## config.mk

```make
export PLATFORM = sky130hd
export DESIGN_NAME = smm_region_guard
export DESIGN_NICKNAME = d
export VERILOG_FILES = /design/src/rtl/smm_guard_pkg.sv /design/src/rtl/smm_guard_regs.sv /design/src/rtl/smm_guard_decode.sv /design/src/rtl/smm_region_guard.sv
export SDC_FILE = /design/constraint.sdc
export NUM_CORES = 1
export LEC_CHECK = 0
export BUFFER_PORTS_ARGS = -buffer_cell sky130_fd_sc_hd__buf_2
export CORE_UTILIZATION = 36
export DETAILED_ROUTE_END_ITERATION = 6
export GPL_ROUTABILITY_DRIVEN = 1
export PLACE_DENSITY = 0.79
export SETUP_SLACK_MARGIN = 0.4
export SYNTH_ARGS = -nofsm -noshare
export SYNTH_HDL_FRONTEND = slang
export SYNTH_SLANG_ARGS = --single-unit
```

## constraint.sdc

```tcl
create_clock -name clk -period 3 [get_ports clk]
set_input_delay 0.6 -clock clk [delete_from_list [all_inputs] [get_ports clk]]
set_output_delay 0.6 -clock clk [all_outputs]
set_load 0.03 [all_outputs]
```

## src/rtl/smm_guard_pkg.sv

```systemverilog
package smm_guard_pkg;

    typedef enum logic [0:0] {
        ST_UNLOCKED = 1'b0,
        ST_LOCKED   = 1'b1
    } lock_state_e;

    localparam int unsigned CTL_GEN_BIT   = 3;
    localparam int unsigned CTL_CLOSE_BIT = 4;
    localparam int unsigned CTL_LOCK_BIT  = 5;
    localparam int unsigned CTL_OPEN_BIT  = 6;
    localparam logic [2:0]  CTL_FIXED_LOW = 3'b010;

    // window size in MB for a size code; code 3 escapes to the extended value
    function automatic int unsigned window_mb(input logic [1:0] code,
                                              input int unsigned ext_mb);
        unique case (code)
            2'd0:    return 1;
            2'd1:    return 2;
            2'd2:    return 8;
            default: return ext_mb;
        endcase
    endfunction

endpackage

```

## src/rtl/smm_guard_regs.sv

```systemverilog
module smm_guard_regs
    import smm_guard_pkg::*;
(
    input  logic       clk,
    input  logic       rst,
    input  logic       cfg_we,
    input  logic       cfg_sel,
    input  logic [7:0] cfg_wdata,
    output logic [7:0] cfg_rdata,
    output logic       gen_en,
    output logic       close_q,
    output logic       smm_only,
    output logic [1:0] size_code
);

    lock_state_e state_q, state_d;
    logic        open_q;

    logic ctl_wr, ext_wr;
    assign ctl_wr = cfg_we && !cfg_sel;
    assign ext_wr = cfg_we && cfg_sel;

    // next-state logic of the lock machine
    always_comb begin
        state_d = state_q;
        unique case (state_q)
            ST_UNLOCKED: if (ctl_wr && cfg_wdata[CTL_LOCK_BIT]) state_d = ST_LOCKED;
            ST_LOCKED:   state_d = ST_LOCKED;
            default:     state_d = ST_UNLOCKED;
        endcase
    end

    always_ff @(posedge clk) begin
        if (rst) state_q <= ST_UNLOCKED;
        else     state_q <= state_d;
    end

    // field registers
    always_ff @(posedge clk) begin
        if (rst) begin
            open_q    <= 1'b0;
            close_q   <= 1'b0;
            gen_en    <= 1'b0;
            smm_only  <= 1'b0;
            size_code <= 2'd0;
        end else begin
            if (ctl_wr) begin
                close_q <= cfg_wdata[CTL_CLOSE_BIT];
                if (state_q == ST_UNLOCKED) begin
                    gen_en <= cfg_wdata[CTL_GEN_BIT];
                    open_q <= cfg_wdata[CTL_OPEN_BIT] && !cfg_wdata[CTL_LOCK_BIT];
                end else begin
                    open_q <= 1'b0;
                end
            end
            if (ext_wr && state_q == ST_UNLOCKED) begin
                smm_only  <= cfg_wdata[0];
                size_code <= cfg_wdata[2:1];
            end
        end
    end

    // read output process
    always_comb begin
        if (cfg_sel) begin
            cfg_rdata = {5'b0, size_code, smm_only};
        end else begin
            cfg_rdata = {1'b0, open_q, (state_q == ST_LOCKED), close_q, gen_en, CTL_FIXED_LOW};
        end
    end

    AST_LOCK_STICKY: assert property (@(posedge clk) disable iff (rst)
        state_q == ST_LOCKED |=> state_q == ST_LOCKED);
    AST_OPEN_HELD_LOW: assert property (@(posedge clk) disable iff (rst)
        state_q == ST_LOCKED |-> !open_q);
    AST_EXT_FROZEN: assert property (@(posedge clk) disable iff (rst)
        state_q == ST_LOCKED |=> $stable(size_code) && $stable(smm_only) && $stable(gen_en));

endmodule

```

## src/rtl/smm_guard_decode.sv

```systemverilog
module smm_guard_decode
    import smm_guard_pkg::*;
#(
    parameter int unsigned RAM_MB = 128,
    parameter int unsigned EXT_MB = 16,
    parameter int unsigned ADDR_W = 32
) (
    input  logic              clk,
    input  logic              rst,
    input  logic              gen_en,
    input  logic              close_q,
    input  logic              smm_only,
    input  logic [1:0]        size_code,
    input  logic              mem_valid,
    input  logic [ADDR_W-1:0] mem_addr,
    input  logic              mem_we,
    input  logic              mem_smm,
    input  logic              mem_is_data,
    output logic              mem_hit,
    output logic              mem_allow,
    output logic              mem_we_suppress,
    output logic              mem_rd_force_ff
);

    localparam logic [ADDR_W-1:0] TOP_ADDR = ADDR_W'(RAM_MB) << 20;

    logic [ADDR_W-1:0] base;
    logic              enforced, in_win, blocked;

    always_comb begin
        base     = ADDR_W'(RAM_MB - window_mb(size_code, EXT_MB)) << 20;
        enforced = gen_en && smm_only;
        in_win   = enforced && (mem_addr >= base) && (mem_addr < TOP_ADDR);
        blocked  = mem_smm ? (close_q && mem_is_data) : 1'b1;
        mem_hit         = mem_valid && in_win;
        mem_allow       = !(mem_hit && blocked);
        mem_we_suppress = mem_hit && blocked && mem_we;
        mem_rd_force_ff = mem_hit && blocked && !mem_we;
    end

    AST_SUPPRESS_ON_WRITE: assert property (@(posedge clk) disable iff (rst)
        mem_we_suppress |-> mem_we && mem_hit && !mem_allow);
    AST_NONSMM_BLOCKED: assert property (@(posedge clk) disable iff (rst)
        mem_hit && !mem_smm |-> !mem_allow);
    AST_BELOW_BASE: assert property (@(posedge clk) disable iff (rst)
        mem_valid && mem_addr < base |-> !mem_hit && mem_allow);
    AST_SMM_FETCH_OK: assert property (@(posedge clk) disable iff (rst)
        mem_smm && !mem_is_data |-> mem_allow);
    AST_NO_ENFORCE: assert property (@(posedge clk) disable iff (rst)
        !(gen_en && smm_only) |-> !mem_hit);

endmodule

```

## src/rtl/smm_region_guard.sv

```systemverilog
module smm_region_guard #(
    parameter int unsigned RAM_MB = 128,
    parameter int unsigned EXT_MB = 16,
    parameter int unsigned ADDR_W = 32
) (
    input  logic              clk,
    input  logic              rst,
    input  logic              cfg_we,
    input  logic              cfg_sel,
    input  logic [7:0]        cfg_wdata,
    output logic [7:0]        cfg_rdata,
    input  logic              mem_valid,
    input  logic [ADDR_W-1:0] mem_addr,
    input  logic              mem_we,
    input  logic              mem_smm,
    input  logic              mem_is_data,
    output logic              mem_hit,
    output logic              mem_allow,
    output logic              mem_we_suppress,
    output logic              mem_rd_force_ff
);

    logic       gen_en, close_q, smm_only;
    logic [1:0] size_code;

    smm_guard_regs u_regs (
        .clk       (clk),
        .rst       (rst),
        .cfg_we    (cfg_we),
        .cfg_sel   (cfg_sel),
        .cfg_wdata (cfg_wdata),
        .cfg_rdata (cfg_rdata),
        .gen_en    (gen_en),
        .close_q   (close_q),
        .smm_only  (smm_only),
        .size_code (size_code)
    );

    smm_guard_decode #(
        .RAM_MB (RAM_MB),
        .EXT_MB (EXT_MB),
        .ADDR_W (ADDR_W)
    ) u_decode (
        .clk             (clk),
        .rst             (rst),
        .gen_en          (gen_en),
        .close_q         (close_q),
        .smm_only        (smm_only),
        .size_code       (size_code),
        .mem_valid       (mem_valid),
        .mem_addr        (mem_addr),
        .mem_we          (mem_we),
        .mem_smm         (mem_smm),
        .mem_is_data     (mem_is_data),
        .mem_hit         (mem_hit),
        .mem_allow       (mem_allow),
        .mem_we_suppress (mem_we_suppress),
        .mem_rd_force_ff (mem_rd_force_ff)
    );

endmodule

```

==> results_dict.tcl <==
set metrics [dict create \
    port_buffers 57 \
    ys_types 31 \
    dpl.cell_count 153 \
    nets 198 \
    antenna_found_initial 0 \
    wl_per_cell_um 11.4 \
    layout_commonest_cell "buf_2" \
    yosysTopAreaCell "dfxtp_1" \
    setup_viol 1 \
    max-vdd-ir-drop_mv 0.284 \
    cp_slowest_stage_delay_ps 330 \
    core-area_um2 1580 \
    required_ps 2400 \
    crit_top_cell "ha_4" \
    worst_pin_slew_ps 808 \
    insertion_delay_ps 250 \
    grt_pass1_wl_um 2860 \
    area_delta_synth_final_pct 70.6 \
    place.gp.congestion 0.764 \
    hold_path.class "flop to flop" \
    period_minus_slack_ps 3020 \
    clock_path_buffers 2 \
    hp-start "u_regs.gen_en$_SDFFE_PP0P_" \
    whs_ps 499 \
    yosysSeqAreaShare 0.221 \
    rsz0062_at_grt "true" \
    ctsRootBufferMaster "clkbuf_4" \
    rr_worst_depth 3 \
    drt_wl_total_um 1810 \
    final_cells 158 \
    timing.slew.headroom 0.457 \
    slew_violations 0 \
    finalCritPeriodShare 1.01 \
    drt_iter0_markers 22 \
    avgSynthCellArea_um2 8.03 \
    reg2reg_from "u_regs.state_q$_SDFF_PP0_" \
    die_w_um 44.0 \
    power.leakage_nw 0.541 \
    htreeDepth 1 \
    num-fill-cells 135 \
    io_pins 60 \
    cts_tree "yes" \
    num_rows 14 \
    cp_top_family "simple AND/OR/NAND/NOR gates" \
    layout_common_cells "53 x buf_2, 8 x nor2_1, 6 x inv_1" \
    avgViaCountPerCell 5.24 \
    worstSetupPathType "flop to primary output" \
    start_util 0.402 \
    drc_errors 9 \
    n_antenna_cell 0 \
    pwr_density_cell_nw_per_um2 266 \
    synth_area_um2 634 \
    die_h_um 44.0 \
    first_global_vias 768 \
    rr_endpoint "u_regs.size_code[0]$_SDFFE_PP0P_" \
    grt_usage 0.197 \
    ys_top_cells_by_area "dfxtp_1 22%, ha_1 14%, mux2i_1 6.3%" \
    status "finished with violations" \
    vias 828 \
    hold_end "u_regs.gen_en$_SDFFE_PP0P_" \
    pre_cts_ws_ps -5.46 \
    layout-drive-gt1-share 0.542 \
    grt-ovfl-total 0 \
    ys_seq_elements 7 \
    antenna_left 0 \
    worst_setup_path_end_kind "primary output" \
    hold_viol 0 \
    critPathLaunchType "flop" \
    yosys.area.top_type_share 0.221 \
    fin_ws_ps -20.7 \
    fin_skew_ps 3.37 \
    drt-pass1-iter-count 6 \
    max_freq_mhz 331 \
    dieArea_um2 1930 \
    syn_inst 79 \
    grt_max_degree 10 \
    critPathSlowestCell "dfxtp_2" \
    cap_violations 0 \
    violations "DRC, setup timing" \
    path_cells "or2_4, ha_4, inv_2, ha_4, nand2_2, nor4_2, nand4_1, buf_6, a2111oi_4, buf_4" \
    min_path_cells 2 \
    worst-path-max-fanout 4 \
    clock-sinks 7 \
    critPathBufInv 3 \
    cts_buffers 3 \
    r2r_setup_slack_ps 1990 \
    yosys_warnings 0 \
    clkTransAtPathRegs_ps 50 \
    dp_hpwl_um 1480 \
    crit_arrival_ps 2420 \
]
## sequential cells by signal, summed over array words and instances, names as in the netlist
register / flops
u_regs.size_code: 2
u_regs.close_q: 1
u_regs.gen_en: 1
u_regs.open_q: 1
u_regs.smm_only: 1
u_regs.state_q: 1
## tightest hold or removal path, stage by stage (launching register included)
cell and delay, ps:
dfxtp_1 310, o21ai_0 70, a21oi_1 60
## through the flow
step / utilization / total power [mW] / area [um^2] / TNS, ps
after floorplan: - / 0.150 / 683 / 0
after global placement: 0.627 / 0.191 / 988 / 0
after detailed placement: 0.627 / 0.195 / 988 / -5.46
after CTS: 0.686 / 0.290 / 1080 / 0
after global routing: 0.687 / 0.305 / 1080 / -233
final: 0.687 / 0.288 / 1080 / -20.7
## per-layer routing
metal  vias to the layer above  GRT usage  wire length (um)  part of all wire
li1                        413          -                 -                 -
met1                       358      0.216               672              0.37
met2                        53      0.364               868              0.48
met3                         4     0.0208               226              0.13
met4                         0      0.109                39             0.022
met5                         -          0                 0                 0
## repair_timing
action / in CTS / in global routing
hold buffers: 0 / 0
pin swaps: 3 / 1
buffers inserted: 1 / 0
endpoints found under the setup margin: 4 / 4
resized for setup: 14 / 1
## power by group
part	total, mW	switching (mW)	internal (mW)
sequential	0.102	0.00368	0.0979
combinational	0.102	0.0521	0.0500
clock	0.0840	0.0333	0.0507
## layout make-up
| class | instances | area, um^2 | share of cell area |
|---|---|---|---|
| multi-input combinational | 65 | 549 | 0.508 |
| timing repair buffer | 59 | 318 | 0.294 |
| sequential | 7 | 143 | 0.132 |
| clock buffer | 4 | 26.3 | 0.0243 |
| inverter | 7 | 26.3 | 0.0243 |
| tap | 16 | 20.0 | 0.0185 |
## worst max path at each step
stage	start	endpoint	slack, ps	cells after the start
floorplan	mem_addr[1]	mem_hit	210	4
finish	u_regs.size_code[1]$_SDFFE_PP0P_	mem_rd_force_ff	-20	10
global placement	mem_addr[1]	mem_we_suppress	30	6
detailed placement	mem_addr[1]	mem_rd_force_ff	-5	6
CTS	u_regs.size_code[1]$_SDFFE_PP0P_	mem_rd_force_ff	7	10
global route	u_regs.size_code[1]$_SDFFE_PP0P_	mem_rd_force_ff	-130	10
## synthesized netlist by cell type
library cell and n:
a2111oi_0 2, a211o_1 1, a21boi_0 1, a21oi_1 5
a22oi_1 1, a31oi_1 1, a41o_1 1, and2_1 2
and4b_1 1, buf_4 1, conb_1 1, dfxtp_1 7
ha_1 7, inv_1 7, mux2i_1 4, nand2_1 5
nand2b_1 3, nand3_1 1, nand3b_1 2, nand4_1 1
nor2_1 8, nor2b_1 4, nor3_1 2, nor3b_1 1
nor4_1 2, nor4_2 3, o211ai_1 1, o21ai_0 1
or2_2 1, or4_1 1, or4_4 1
## kinds of logic (layout without fill, tap and decap cells)
family,after synthesis,count (layout),share of synthesized area
AND/OR/NAND/NOR,38,38,0.369
AO/OA/AOI/OAI,14,14,0.150
buffers and inverters,8,70,0.0533
adder cells (fa/ha/maj),7,7,0.138
flip-flops,7,7,0.221
multiplexers,4,4,0.0631
other,1,2,0.00591
No activity file was read; power rests on OpenSTA's default activity.
